$ cat src/rtl/spi_slv_pkg.sv
package spi_slv_pkg;

  typedef struct packed {
    logic cpol;
    logic cpha;
    logic lsb_first;
  } spi_cfg_t;

  localparam int unsigned SYNC_W = 3;
  localparam int unsigned SYNC_SCK = 2;
  localparam int unsigned SYNC_SS = 1;
  localparam int unsigned SYNC_MOSI = 0;

endpackage

$ cat src/rtl/spi_slv_sync.sv
module spi_slv_sync #(
  parameter int unsigned W      = 3,
  parameter int unsigned STAGES = 2,
  parameter logic [W-1:0] RST_VAL = '0
) (
  input  logic         clk,
  input  logic         rst,
  input  logic [W-1:0] async_in,
  output logic [W-1:0] sync_out
);

  logic [W-1:0] stage_q [STAGES];

  generate
    for (genvar s = 0; s < STAGES; s++) begin : g_stage
      always_ff @(posedge clk) begin
        if (rst) begin
          stage_q[s] <= RST_VAL;
        end else if (s == 0) begin
          stage_q[s] <= async_in;
        end else begin
          stage_q[s] <= stage_q[(s == 0) ? 0 : s-1];
        end
      end
    end
  endgenerate

  assign sync_out = stage_q[STAGES-1];

endmodule

$ cat src/rtl/spi_slv_edge.sv
module spi_slv_edge (
  input  logic clk,
  input  logic rst,
  input  logic cpol,
  input  logic sck_s,
  input  logic ss_s,
  output logic lead,
  output logic trail,
  output logic ss_fall
);

  logic sck_q;
  logic ss_q;

  always_ff @(posedge clk) begin
    if (rst) begin
      sck_q <= 1'b0;
      ss_q  <= 1'b1;
    end else begin
      sck_q <= sck_s;
      ss_q  <= ss_s;
    end
  end

  always_comb begin
    lead    = (sck_s != sck_q) && (sck_s != cpol);
    trail   = (sck_s != sck_q) && (sck_s == cpol);
    ss_fall = ss_q && !ss_s;
  end

endmodule

$ cat src/rtl/spi_slv_core.sv
module spi_slv_core
  import spi_slv_pkg::*;
#(
  parameter int unsigned DATA_W = 8
) (
  input  logic              clk,
  input  logic              rst,
  input  spi_cfg_t          cfg,
  input  logic [DATA_W-1:0] tx_data,
  input  logic              ss_s,
  input  logic              mosi_s,
  input  logic              lead,
  input  logic              trail,
  input  logic              ss_fall,
  output logic              miso_out,
  output logic              miso_oe,
  output logic [DATA_W-1:0] rx_data,
  output logic              rx_valid,
  output logic              frame_done
);

  localparam int unsigned CNT_W = (DATA_W > 1) ? $clog2(DATA_W) : 1;
  localparam logic [CNT_W-1:0] LAST = CNT_W'(DATA_W - 1);

  logic [CNT_W-1:0]  cnt_q;
  logic [DATA_W-1:0] tx_sh_q;
  logic [DATA_W-1:0] rx_sh_q;
  logic [DATA_W-1:0] tx_load;
  logic [DATA_W-1:0] rx_next;
  logic              done_q;
  logic              sample;

  always_comb begin
    for (int i = 0; i < DATA_W; i++) begin
      tx_load[i] = cfg.lsb_first ? tx_data[DATA_W-1-i] : tx_data[i];
    end
    rx_next = cfg.lsb_first ? {mosi_s, rx_sh_q[DATA_W-1:1]}
                            : {rx_sh_q[DATA_W-2:0], mosi_s};
    sample  = cfg.cpha ? trail : lead;
  end

  always_ff @(posedge clk) begin
    if (rst) begin
      cnt_q    <= '0;
      done_q   <= 1'b0;
      tx_sh_q  <= '0;
      rx_sh_q  <= '0;
      rx_data  <= '0;
      rx_valid <= 1'b0;
      miso_oe  <= 1'b0;
    end else begin
      rx_valid <= 1'b0;
      miso_oe  <= !ss_s;
      if (ss_s) begin
        cnt_q  <= '0;
        done_q <= 1'b0;
      end else if (ss_fall) begin
        cnt_q  <= '0;
        done_q <= 1'b0;
        if (!cfg.cpha) tx_sh_q <= tx_load;
      end else if (!done_q) begin
        if (sample) begin
          rx_sh_q <= rx_next;
          if (cnt_q == LAST) begin
            cnt_q    <= '0;
            rx_data  <= rx_next;
            rx_valid <= 1'b1;
            done_q   <= !cfg.cpha;
          end else begin
            cnt_q <= cnt_q + 1'b1;
          end
        end
        if (!cfg.cpha && trail) begin
          tx_sh_q <= tx_sh_q << 1;
        end
        if (cfg.cpha && lead) begin
          tx_sh_q <= (cnt_q == '0) ? tx_load : (tx_sh_q << 1);
        end
      end
    end
  end

  assign miso_out   = tx_sh_q[DATA_W-1];
  assign frame_done = done_q;

endmodule

$ cat src/rtl/spi_frame_slave.sv
module spi_frame_slave
  import spi_slv_pkg::*;
#(
  parameter int unsigned DATA_W      = 8,
  parameter int unsigned SYNC_STAGES = 2
) (
  input  logic              clk,
  input  logic              rst,
  input  logic              cfg_cpol,
  input  logic              cfg_cpha,
  input  logic              cfg_lsb_first,
  input  logic [DATA_W-1:0] tx_data,
  input  logic              sck,
  input  logic              ss_n,
  input  logic              mosi,
  output logic              miso_out,
  output logic              miso_oe,
  output logic [DATA_W-1:0] rx_data,
  output logic              rx_valid
);

  spi_cfg_t            cfg;
  logic [SYNC_W-1:0]   pins_s;
  logic                ss_sync;
  logic                sck_sync;
  logic                mosi_sync;
  logic                lead;
  logic                trail;
  logic                ss_fall;
  logic                frame_done;

  assign cfg = '{cpol: cfg_cpol, cpha: cfg_cpha, lsb_first: cfg_lsb_first};

  spi_slv_sync #(
    .W(SYNC_W), .STAGES(SYNC_STAGES), .RST_VAL(SYNC_W'(1) << SYNC_SS)
  ) u_sync (
    .clk(clk), .rst(rst),
    .async_in({sck, ss_n, mosi}),
    .sync_out(pins_s)
  );

  assign sck_sync  = pins_s[SYNC_SCK];
  assign ss_sync   = pins_s[SYNC_SS];
  assign mosi_sync = pins_s[SYNC_MOSI];

  spi_slv_edge u_edge (
    .clk(clk), .rst(rst), .cpol(cfg.cpol),
    .sck_s(sck_sync), .ss_s(ss_sync),
    .lead(lead), .trail(trail), .ss_fall(ss_fall)
  );

  spi_slv_core #(.DATA_W(DATA_W)) u_core (
    .clk(clk), .rst(rst), .cfg(cfg), .tx_data(tx_data),
    .ss_s(ss_sync), .mosi_s(mosi_sync),
    .lead(lead), .trail(trail), .ss_fall(ss_fall),
    .miso_out(miso_out), .miso_oe(miso_oe),
    .rx_data(rx_data), .rx_valid(rx_valid),
    .frame_done(frame_done)
  );

endmodule

$ cat config.mk
export PLATFORM = sky130hd
export DESIGN_NAME = spi_frame_slave
export DESIGN_NICKNAME = d
export VERILOG_FILES = /design/src/rtl/spi_slv_pkg.sv /design/src/rtl/spi_slv_sync.sv /design/src/rtl/spi_slv_edge.sv /design/src/rtl/spi_slv_core.sv /design/src/rtl/spi_frame_slave.sv
export SDC_FILE = /design/constraint.sdc
export NUM_CORES = 1
export LEC_CHECK = 0
export ABC_AREA = 1
export BUFFER_PORTS_ARGS = -buffer_cell sky130_fd_sc_hd__buf_2
export CORE_AREA = 2 2 72 74
export DETAILED_ROUTE_END_ITERATION = 10
export DIE_AREA = 0 0 74 76
export GPL_ROUTABILITY_DRIVEN = 0
export HOLD_SLACK_MARGIN = 0.12
export PLACE_DENSITY = 0.57
export SLEW_MARGIN = 20
export SYNTH_ARGS = -nofsm -noshare
export SYNTH_HDL_FRONTEND = slang
export SYNTH_SLANG_ARGS = --single-unit
$ cat constraint.sdc
create_clock -name clk -period 2.5 [get_ports clk]
set_input_delay 0.25 -clock clk [delete_from_list [all_inputs] [get_ports clk]]
set_output_delay 0.25 -clock clk [all_outputs]
set_load 0.005 [all_outputs]
# After elaboration in Yosys (flattened, before gate mapping)
# Memories as Yosys holds them, arrays and structs flattened.
# Cells that the tools add are included.
# totals
n_memories	1
inputBits	16
ram_bits	6
regBits	32
word_cells	64
# op_classes
n_eq_ne	6
bitwise_logic	6
n_reduce_logical	15
n_addsub	1
mux	26
# mem_list
memory	depth	word_bits	read_ports	rd_clocked_by_memory_dff	wr	line	text
u_sync.stage_q	2	3	2	0	2	spi_slv_sync.sv:12	logic [W-1:0] stage_q [STAGES];
# op_table
operator	count
$mux 8	7
$mux 1	16
$mux 3	3
$reduce_and 4->1	2
$logic_and 1x1->1	5
$reduce_and 5->1	1
$reduce_or 5->1	1
$ne 2x2->1 const B	2
$not 1->1	4
$add 3x1->3 const B	1
$eq 3x3->1 const B	1
$logic_not 3->1	1
$reduce_bool 3->1	1
$reduce_or 3->1	1
$logic_not 1->1	2
$ne 1x1->1	2
$or 1x1->1	2
$reduce_and 2->1	1
$eq 1x1->1	1

# Depth between registers and ports, before layout
# Gate-level depths: netlist of run 1.
# depth
ltp_word	7
mapped_depth	11

# By module
# A second synthesis of run 1 with hierarchy kept.
# unflattened
cells_unflattened	264
area_unflattened_um2	1813.0
# modules_own_cells
mod	area_each_um2	instances	cells_per_inst
spi_slv_core	1534.0	1	225
spi_slv_sync	168.9	1	19
spi_slv_edge	110.1	1	20

# Worst setup path after synthesis of run 1
# Ideal clock, no wire load.
# synth_timing
path_kind	flip-flop to flip-flop
start	register u_core.cnt_q[1]
end	register u_core.rx_data[5]
path_stages_with_launch	11
required_ns	2.372
path_slack_ns	1.013
path_buffers	1
arrival_ns	1.359
period_less_slack_ns	1.487
setup_time_ns	0.128
cell_sequence	dfxtp_1 ha_1 ha_1 inv_1 nor4_4 nand2_4 buf_6 nand2_1 o21ai_1 inv_1 nor2_1
# synth_via
elab_chain_cells	2
# synth_rtl
item	line	text
start: declaration	spi_slv_core.sv:25	logic [CNT_W-1:0] cnt_q;
start signal: assignment	spi_slv_core.sv:70	cnt_q <= cnt_q + 1'b1;
$eq 3x3->1	spi_slv_core.sv:64	if (cnt_q == LAST) begin
$reduce_and 5->1 (no source line)	n/a	
end signal: assignment	spi_slv_core.sv:66	rx_data <= rx_next;
end: declaration	spi_slv_core.sv:17	output logic [DATA_W-1:0] rx_data,
# Every way passes these cells.
# A chain may end at the register's enable or synchronous reset.

# Worst setup path in the final report of run 1
# layout_timing
start	register u_core.cnt_q[1]
end	register u_core.rx_data[2]
# Same word-level chain as after synthesis.

==> results of run 1 <==
[cell families (layout without fill, tap and decap cells)]
logic type / count (synthesis) / count (layout) / synth area share
simple gates: 139 / 139 / 0.357
flops: 38 / 38 / 0.399
compound gates: 44 / 44 / 0.118
buf+inv: 43 / 64 / 0.0953
mux: 2 / 2 / 0.0105
fa+ha+maj: 3 / 3 / 0.0197
[worst max-delay path by stage]
stage / startpoint / end / slack, ns / cells past startpoint
2_1_floorplan: u_core.cnt_q[1] / u_core.rx_data[5] / 1.01 / 10
4_1_cts: u_core.cnt_q[1] / u_core.rx_data[1] / 0.83 / 8
6_report: u_core.cnt_q[1] / u_core.rx_data[2] / 0.85 / 9
5_1_grt: u_core.cnt_q[1] / u_core.rx_data[7] / 0.66 / 8
3_3_place_gp: u_core.cnt_q[1] / u_core.rx_data[7] / 0.86 / 8
3_5_place_dp: u_core.cnt_q[1] / u_core.rx_data[2] / 0.85 / 9
[flip-flops by register name, indices dropped and copies added, names as in the netlist]
| signal | count |
|---|---|
| u_core.cnt_q | 3 |
| u_core.frame_done | 1 |
| u_core.miso_oe | 1 |
| u_core.rx_data | 8 |
| u_core.rx_sh_q | 8 |
| u_core.rx_valid | 1 |
| u_core.tx_sh_q | 8 |
| u_edge.sck_q | 1 |
| u_edge.ss_q | 1 |
| u_sync.stage_q | 6 |
[cell usage in the layout (no fill, tap or decap), drive strengths merged]
master and instances:
inv 31, nor4 1, nor3 1, buf 26, nor2 45, nand2 55, a21oi 27, nand4 1
or2 2, mux2i 2, nand3 26, clkbuf 7, dfxtp 38, o21ai 17, ha 3, nand3b 8
[critical path, delay by kind of cell, from the launching register on]
kind | cells | cell delay, ns
compound gates | 1 | 0.06
fa+ha+maj | 2 | 0.36
buf+inv | 2 | 0.16
flops | 1 | 0.36
simple gates | 4 | 0.61
[per-layer routing]
layer,track usage,vias to the layer above,part of all wire
met5,0,-,0
met4,0.0491,0,0.011
met3,0.0397,4,0.032
met2,0.245,24,0.45
met1,0.198,700,0.51
li1,-,897,-
[power by group through the flow]
stage / Clock [mW] / Combinational [mW] / Sequential [mW]
after floorplan: 0 / 0.0746 / 0.634
after global placement: 0 / 0.0996 / 0.635
after detailed placement: 0 / 0.100 / 0.635
after CTS: 0.409 / 0.101 / 0.621
after global routing: 0.436 / 0.115 / 0.622
final: 0.390 / 0.0989 / 0.621
[per-stage QoR]
stage,utilization,hold WS (ns),instances,worst slack (ns)
6_report,0.434,0.148,360,0.854
3_5_place_dp,0.419,0.394,353,0.849
3_3_place_gp,0.419,0.388,353,0.864
4_1_cts,0.434,0.141,360,0.833
2_1_floorplan,-,0.323,269,1.01
5_1_grt,0.434,0.131,360,0.664
[cell type report]
cell class / instances / area, µm²
clock buffer: 7 / 76.3
timing repair buffer: 26 / 130
sequential: 38 / 761
inverter: 31 / 116
tap: 70 / 87.6
multi-input combinational: 188 / 962
fill: 527 / 2780
==> impl_metrics.py, run 1 <==
metrics = {
    "cts": {
        "ctsHoldBuffers": 0,
        "cts_tree": "built",
        "cts_made_buffers": 5,
        "cts_root_buf": "clkbuf_8",
        "clk_latency_ns": 0.28,
        "cts_buffer_depth": 2,
        "path_clk_slew_ns": 0.07,
        "post_cts_resized": 0,
        "htreeDepth": 2,
        "cts_setup_buffers": 0,
        "cts.sinks": 38,
    },
    "worst_setup_path": {
        "critPathKind": "flip-flop to flip-flop",
        "cp.arrival_ns": 1.81,
        "regToRegStartpoint": "u_core.cnt_q[1]",
        "slowest_delay_ns": 0.36,
        "critPathSlowestCell": "dfxtp_1",
        "crit_chain": "ha_1 > ha_1 > inv_1 > nor4_4 > nand2_4 > nand2_1 > o21ai_2 > inv_1 > nor2_1",
        "reg2reg_depth": 9,
        "required_ns": 2.67,
        "startpoint_type": "flip-flop",
        "cp-end-kind": "flip-flop",
        "r2r-end": "u_core.rx_data[2]",
        "r2r_slack_ns": 0.85,
        "crit_fanout": 12,
    },
    "sta": {
        "min_period_ns": 1.65,
        "fin_skew_ns": 0.00449,
        "setup_violations": 0,
        "layout_worst_path_cycle_share": 0.658,
        "hold_viol_final": 0,
        "finalSetupTns_ns": 0,
        "rsz0062_at_grt": "no",
        "maxSlewHeadroom": 0.589,
        "drv_slew": 0,
        "worst_pin_slew_ns": 0.616,
        "fmax_ghz": 0.608,
    },
    "global_routing": {
        "first_global_vias": 1547,
        "grt_pass1_wl_um": 6780,
        "antenna_found_initial": 0,
        "grt_usage": 0.152,
        "overflow": 0,
        "grt_max_degree": 31,
    },
    "power_and_ir_drop": {
        "vdd_drop_max_uv": 325,
        "intPower_uw": 843,
        "pwr-share-comb": 0.089,
        "swShare": 0.241,
        "p_switching_uw": 267,
        "p_seq_frac": 0.560,
        "power_frac_clock": 0.351,
        "power.leakage_nw": 0.950,
        "p_per_area_nw_per_um2": 520,
        "power_mw": 1.11,
    },
    "floorplan": {
        "start_util": 0.388,
        "num_rows": 26,
        "ios": 27,
        "die_w_um": 74,
        "die_y_um": 76,
        "coreArea_um2": 4910,
        "die_area_um2": 5620,
    },
    "logic_synthesis": {
        "synth_top_cell_area_share": 0.399,
        "syn_nets": 288,
        "synth_edf_count": 0,
        "synthTopCellsByArea": "dfxtp_1 40%, nand2_1 9.3%, nor2_1 8.5%, a21oi_1 7.1%, nand3_1 6.3%",
        "ys_types": 26,
        "synth_common_cells": "47 x nand2_1, 43 x nor2_1, 38 x dfxtp_1",
        "ys_ff_latch": 38,
        "synth-async-reset-ratio": 0,
        "ys_seq_area_frac": 0.399,
        "synthFlopType": "dfxtp_1",
        "synth_top_area_cell": "dfxtp_1",
        "synth_warnings": 0,
        "syn_inst": 269,
        "synth.avg_cell_area_um2": 7.08,
        "yosysMostFrequentCell": "nand2_1",
        "syn_area_um2": 1900,
    },
    "hold_path": {
        "min-delay-start": "ss_n",
        "min_path_type": "primary input to flip-flop",
        "hold_path_end": "u_sync.stage_q[0][1]",
        "min_path_cells": 2,
    },
    "cells_and_area": {
        "stdcell_area_um2": 2130,
        "diodes": 0,
        "syn_to_final_growth_pct": 12.0,
        "drive_gt1_frac": 0.169,
        "nNetsFinal": 309,
    },
    "placement": {
        "placed_cell_area_um2": 2060,
        "portBuffers": 26,
        "dpl.hpwl_um": 2780,
    },
    "drt": {
        "avgRoutedWirePerCell_um": 10.7,
        "vias": 1625,
        "drt_wl_total_um": 3850,
        "drt_iter0_drc": 73,
        "drcViolationCount": 0,
        "firstDrtPassIters": 4,
        "via_per_inst": 4.51,
        "antenna_left": 0,
    },
    "run": {
        "max-cap-violations": 0,
    },
    "run_status": {
        "status": "completed",
    },
}
(Power assumes the default switching activity.)
==> run 2: changes to the inputs <==
--- a/config.mk
+++ b/config.mk
@@ -12,7 +12,7 @@
 export DIE_AREA = 0 0 74 76
 export GPL_ROUTABILITY_DRIVEN = 0
 export HOLD_SLACK_MARGIN = 0.12
-export PLACE_DENSITY = 0.57
+export PLACE_DENSITY = 0.6
 export SLEW_MARGIN = 20
 export SYNTH_ARGS = -nofsm -noshare
 export SYNTH_HDL_FRONTEND = slang
==> constraint.sdc (replaced) <==
create_clock -name clk -period 1.5 [get_ports clk]
set_input_delay 0.15 -clock clk [delete_from_list [all_inputs] [get_ports clk]]
set_output_delay 0.15 -clock clk [all_outputs]
set_load 0.005 [all_outputs]
==> run 2 against run 1 <==
Against the previous run: critical endpoint is now u_core.rx_data[4]; clock power increased to 2.8 times the previous value; the run now ends with setup timing left; worst setup slack got worse by 0.87 ns; sequential power increased by 66%; utilization increased by 5.4 points; critical path depth is 1 lower; largest cell class unchanged; routed wire length is 4.5% higher; final area up 12%.
==> impl_metrics.py, run 2 (synthesis results as in run 1) <==
metrics = {
    "run_status": {
        "failed_checks": "setup timing",
        "status": "finished, violations left",
    },
    "sta": {
        "min_period_ns": 1.52,
        "hold_viol_final": 0,
        "rsz0062_at_grt": "yes",
        "setup_slack_ns": -0.0196,
        "maxSlewHeadroom": 0.737,
        "hold_ws_ns": 0.209,
        "worst_pin_slew_ns": 0.391,
        "drv_slew": 0,
        "fin_skew_ns": 0.00325,
        "layout_worst_path_cycle_share": 1.01,
        "setup_violations": 3,
        "fmax_ghz": 0.658,
    },
    "hold_path": {
        "hold_path_end": "u_core.rx_sh_q[3]",
        "min-delay-start": "rst",
        "min_path_cells": 4,
        "min_path_type": "primary input to flip-flop",
    },
    "drt": {
        "antenna_left": 0,
        "via_per_inst": 4.63,
        "drcViolationCount": 0,
        "vias": 1744,
        "avgRoutedWirePerCell_um": 10.7,
        "drt_wl_total_um": 4020,
        "firstDrtPassIters": 4,
        "drt_iter0_drc": 89,
    },
    "power_and_ir_drop": {
        "power.leakage_nw": 1.08,
        "swShare": 0.213,
        "vdd_drop_max_uv": 602,
        "p_seq_frac": 0.449,
        "power_frac_clock": 0.467,
        "p_switching_uw": 492,
        "intPower_mw": 1.81,
        "p_per_area_nw_per_um2": 961,
        "pwr-share-comb": 0.084,
        "power_mw": 2.30,
    },
    "global_routing": {
        "antenna_found_initial": 0,
        "grt_max_degree": 18,
        "grt_usage": 0.149,
        "grt_pass1_wl_um": 6550,
        "first_global_vias": 1452,
        "overflow": 0,
    },
    "cts": {
        "cts_buffer_depth": 2,
        "cts.sinks": 38,
        "cts_root_buf": "clkbuf_8",
        "cts_made_buffers": 5,
        "cts_setup_buffers": 0,
        "htreeDepth": 2,
        "cts_tree": "built",
        "path_clk_slew_ns": 0.08,
        "clk_latency_ns": 0.29,
    },
    "worst_setup_path": {
        "critPathBufInv": 2,
        "critPathKind": "flip-flop to flip-flop",
        "cp.arrival_ns": 1.76,
        "critPathSlowestCell": "dfxtp_2",
        "cp-end-kind": "flip-flop",
        "reg2reg_depth": 8,
        "crit_fanout": 6,
        "crit_chain": "ha_4 > ha_4 > inv_2 > nor4_4 > nand2_2 > o21ai_2 > inv_1 > nor2_1",
        "slowest_delay_ns": 0.36,
        "required_ns": 1.74,
        "crit_path_frequent_cell": "ha_4",
        "regToRegStartpoint": "u_core.cnt_q[0]",
        "startpoint_type": "flip-flop",
        "cp-startpoint": "u_core.cnt_q[0]",
        "r2r_slack_ns": -0.02,
        "critPathTopFamily": "simple AND/OR/NAND/NOR gates",
        "r2r-end": "u_core.rx_data[4]",
        "path_depth": 8,
    },
    "cells_and_area": {
        "drive_gt1_frac": 0.251,
        "stdcell_area_um2": 2400,
        "syn_to_final_growth_pct": 26.0,
        "diodes": 0,
        "largestRegisters": "u_core.rx_data x8, u_core.rx_sh_q x8, u_core.tx_sh_q x8",
        "nNetsFinal": 325,
        "final_cells": 377,
        "final_cell_mix": "46 x nand2_1, 42 x nor2_1, 36 x dfxtp_1",
        "final_common_cell": "nand2_1",
    },
    "floorplan": {
        "coreArea_um2": 4910,
        "start_util": 0.388,
        "die_y_um": 76,
        "die_w_um": 74,
        "ios": 27,
        "die_area_um2": 5620,
        "num_rows": 26,
    },
    "run": {
        "max-cap-violations": 0,
    },
    "placement": {
        "dpl.hpwl_um": 2760,
        "placedCellCount": 364,
        "placed_cell_area_um2": 2140,
        "portBuffers": 26,
    },
}
## run 2: cell types whose count changed in the layout (fill, tap and decap cells not counted), moves of 3 or more
cell / previous run / this run
buf_4: 0 / 11
o21ai_1: 6 / 2
o21ai_2: 1 / 5
dlygate4sd3_1: 0 / 3
nand2_4: 3 / 6
## run 2: how the worst max path moves through the flow
stage | end | slack, ns
after global placement | u_core.rx_data[0] | 0.003
final | u_core.rx_data[4] | -0.02
after global routing | u_core.rx_data[4] | -0.14
after floorplan | u_core.rx_data[5] | 0.01
after detailed placement | u_core.rx_data[1] | -0.04
after CTS | u_core.rx_data[4] | 0.0004
## run 2: per-stage QoR
step / utilization / setup TNS, ns / setup slack (ns)
2_1_floorplan: - / 0 / 0.0132
3_3_place_gp: 0.436 / 0 / 0.00281
3_5_place_dp: 0.436 / -0.158 / -0.0417
4_1_cts: 0.474 / 0 / 0.000433
5_1_grt: 0.488 / -1.35 / -0.137
6_report: 0.488 / -0.0539 / -0.0196
## run 2: power by group through the flow
stage          Combinational (mW)  Sequential (mW)  Clock, mW
2_1_floorplan               0.124             1.06          0
3_3_place_gp                0.178             1.06          0
3_5_place_dp                0.180             1.06          0
4_1_cts                     0.188             1.03       1.10
5_1_grt                     0.221             1.04       1.13
6_report                    0.193             1.03       1.08
## run 2: tightest hold or removal path: stages
cell and delay, ns:
buf_2 0.09, inv_1 0.11, nand2_1 0.09, nor2_1 0.03
## run 2: cell type report
type | count | area, µm²
clock buffer | 6 | 82.6
multi-input combinational | 190 | 1050
sequential | 38 | 763
tap | 70 | 87.6
timing repair buffer | 40 | 243
inverter | 31 | 116
fill | 503 | 2510
clock inverter | 2 | 60.1
## run 2: metal layers
metal	wire length [µm]	global-route usage	up-vias	share of wire
li1	-	-	937	-
met5	0	0	-	0
met4	74	0.0600	0	0.018
met2	1870	0.224	31	0.47
met3	176	0.0397	7	0.044
met1	1900	0.201	769	0.47
## run 2: what timing repair did
action | 4_1_cts | 5_1_grt
gates cloned | 1 | 1
gates resized for setup | 5 | 13
setup endpoints to repair | 7 | 15
pin swaps | 4 | 5
hold buffers | 3 | 0
hold endpoints to repair | 3 | 0
==> run 3: changes to the inputs <==
--- a/config.mk
+++ b/config.mk
@@ -7,12 +7,15 @@
 export LEC_CHECK = 0
 export ABC_AREA = 1
 export BUFFER_PORTS_ARGS = -buffer_cell sky130_fd_sc_hd__buf_2
-export CORE_AREA = 2 2 72 74
+export CELL_PAD_IN_SITES_DETAIL_PLACEMENT = 1
+export CELL_PAD_IN_SITES_GLOBAL_PLACEMENT = 2
+export CORE_AREA = 2 2 82 84
+export CTS_CLUSTER_SIZE = 14
 export DETAILED_ROUTE_END_ITERATION = 10
-export DIE_AREA = 0 0 74 76
+export DIE_AREA = 0 0 84 86
 export GPL_ROUTABILITY_DRIVEN = 0
 export HOLD_SLACK_MARGIN = 0.12
-export PLACE_DENSITY = 0.6
+export PLACE_DENSITY = 0.74
 export SLEW_MARGIN = 20
 export SYNTH_ARGS = -nofsm -noshare
 export SYNTH_HDL_FRONTEND = slang
==> constraint.sdc (replaced) <==
create_clock -name clk -period 1.64 [get_ports clk]
set_input_delay 0.164 -clock clk [delete_from_list [all_inputs] [get_ports clk]]
set_output_delay 0.164 -clock clk [all_outputs]
set_load 0.005 [all_outputs]
==> run 3 against run 2 <==
Against the previous run: the flow now finishes without violations; first-iteration DRC count decreased by 49%; hold slack gained 0.056 ns; global-route usage fell by 1.4 points; worst setup slack better by 0.12 ns; via count increased by 3.0%; sequential share of layout area grew 1.2 points; critical path depth up 1; register-to-register slack better by 0.12 ns; clock power down 38%; die area rose by 28%; clock-buffer cell count grew 1; critical path type unchanged; critical endpoint is now u_core.rx_data[5]; highest routed layer unchanged.
==> impl_metrics.py, run 3 (synthesis results as in run 1) <==
metrics = {
    "sta": {
        "rsz0062_at_grt": "no",
        "hold_ws_ns": 0.264,
        "setup_slack_ns": 0.0973,
        "layout_worst_path_cycle_share": 0.941,
        "maxSlewHeadroom": 0.682,
        "fmax_ghz": 0.648,
        "finalSetupTns_ns": 0,
        "min_period_ns": 1.54,
        "setup_violations": 0,
        "fin_skew_ns": 0.00725,
        "hold_viol_final": 0,
        "drv_slew": 0,
        "worst_pin_slew_ns": 0.477,
    },
    "global_routing": {
        "grt_pass1_wl_um": 7880,
        "antenna_found_initial": 0,
        "grt_usage": 0.136,
        "first_global_vias": 1726,
        "overflow": 0,
        "grt_max_degree": 31,
    },
    "cells_and_area": {
        "nNetsFinal": 325,
        "final_cell_mix": "47 x nand2_1, 42 x nor2_1, 37 x dfxtp_1",
        "syn_to_final_growth_pct": 21.2,
        "final_cells": 384,
        "drive_gt1_frac": 0.221,
        "stdcell_area_um2": 2310,
        "final_common_cell": "nand2_1",
        "num-fill-cells": 841,
        "largestRegisters": "u_core.rx_data x8, u_core.rx_sh_q x8, u_core.tx_sh_q x8",
        "post-route-util": 0.368,
        "diodes": 0,
    },
    "cts": {
        "cts_buffer_depth": 2,
        "cts.sinks": 38,
        "clk_latency_ns": 0.29,
        "cts_root_buf": "clkbuf_8",
        "cts_made_buffers": 5,
        "htreeDepth": 2,
        "path_clk_slew_ns": 0.08,
        "cts_tree": "built",
    },
    "drt": {
        "firstDrtPassIters": 4,
        "vias": 1797,
        "drcViolationCount": 0,
        "avgRoutedWirePerCell_um": 12.8,
        "via_per_inst": 4.68,
        "drt_iter0_drc": 45,
        "antenna_left": 0,
        "drt_wl_total_um": 4900,
    },
    "placement": {
        "placed_cell_area_um2": 2130,
        "placedCellCount": 368,
        "portBuffers": 26,
        "place_ws_ns": 0.0330,
        "dpl.hpwl_um": 3420,
    },
    "power_and_ir_drop": {
        "intPower_mw": 1.35,
        "p_switching_uw": 449,
        "power.leakage_nw": 1.04,
        "power_mw": 1.79,
        "pwr-share-comb": 0.098,
        "power_frac_clock": 0.374,
        "swShare": 0.250,
        "p_per_area_nw_per_um2": 778,
        "p_seq_frac": 0.528,
        "vdd_drop_max_uv": 392,
    },
    "worst_setup_path": {
        "startpoint_type": "flip-flop",
        "required_ns": 1.87,
        "r2r-end": "u_core.rx_data[5]",
        "r2r_slack_ns": 0.1,
        "crit_fanout": 6,
        "critPathCapture": "u_core.rx_data[5]",
        "reg2reg_depth": 9,
        "critPathKind": "flip-flop to flip-flop",
        "cp-startpoint": "u_core.cnt_q[1]",
        "regToRegStartpoint": "u_core.cnt_q[1]",
        "cp-end-kind": "flip-flop",
        "cp.arrival_ns": 1.77,
    },
    "floorplan": {
        "die_area_um2": 7220,
        "num_rows": 29,
        "die_w_um": 84,
        "die_y_um": 86,
        "coreArea_um2": 6280,
        "ios": 27,
        "start_util": 0.303,
    },
    "run": {
        "max-cap-violations": 0,
    },
    "run_status": {
        "status": "completed",
    },
    "hold_path": {
        "min_path_type": "primary input to flip-flop",
    },
}
==> run 3: changes by cell type in the layout (fill, tap and decap cells not counted), moves of 2 or more <==
cell / before / now
buf_6: 0 / 2
bufinv_16: 2 / 0
ha_4: 2 / 0
nand2_4: 6 / 4
o21ai_1: 2 / 6
o21ai_2: 5 / 1
==> run 3: critical path, cell delays in order (launching register included) <==
cell	delay, ns
dfxtp_2	0.34
ha_1	0.15
ha_2	0.18
inv_2	0.06
nor4_4	0.21
nand2_4	0.12
buf_6	0.15
o21ai_1	0.11
inv_1	0.05
nor2_1	0.10
==> run 3: how the worst min path moves through the flow <==
stage / startpoint / to / depth (start not counted)
2_1_floorplan: rst / u_core.rx_valid / 1
3_3_place_gp: ss_n / u_sync.stage_q[0][1] / 2
3_5_place_dp: ss_n / u_sync.stage_q[0][1] / 2
4_1_cts: rst / u_core.rx_data[4] / 3
5_1_grt: rst / u_core.rx_data[4] / 3
6_report: rst / u_core.rx_data[3] / 3
==> run 3: power by group through the flow <==
stage	Sequential [mW]	Combinational, mW	Clock [mW]
after floorplan	0.966	0.114	0
after global placement	0.968	0.169	0
after detailed placement	0.969	0.170	0
after CTS	0.947	0.176	0.706
after global routing	0.948	0.202	0.743
final	0.947	0.177	0.671
==> run 3: routing by layer <==
layer  GRT usage  wire, µm  share of wire  up-vias
li1            -         -              -      939
met1       0.163      2290           0.47      827
met2       0.236      2390           0.49       24
met3      0.0337       155          0.032        7
met4      0.0484        65          0.013        0
met5           0         0              0        -
==> run 3: area by class of cell <==
class	count	area (µm²)	area share
Timing Repair Buffer	41	258	0.112
Inverter	31	116	0.0504
Tap cell	77	96.3	0.0417
Clock inverter	1	5.00	0.00217
Clock buffer	7	86.3	0.0374
Sequential cell	38	762	0.330
Multi-Input combinational cell	189	985	0.427
==> run 3: timing repair <==
item,CTS,global route
resized for setup,0,9
hold buffers,3,0
setup buffers,0,4
endpoints found under the hold margin,3,0
endpoints found under the setup margin,0,11
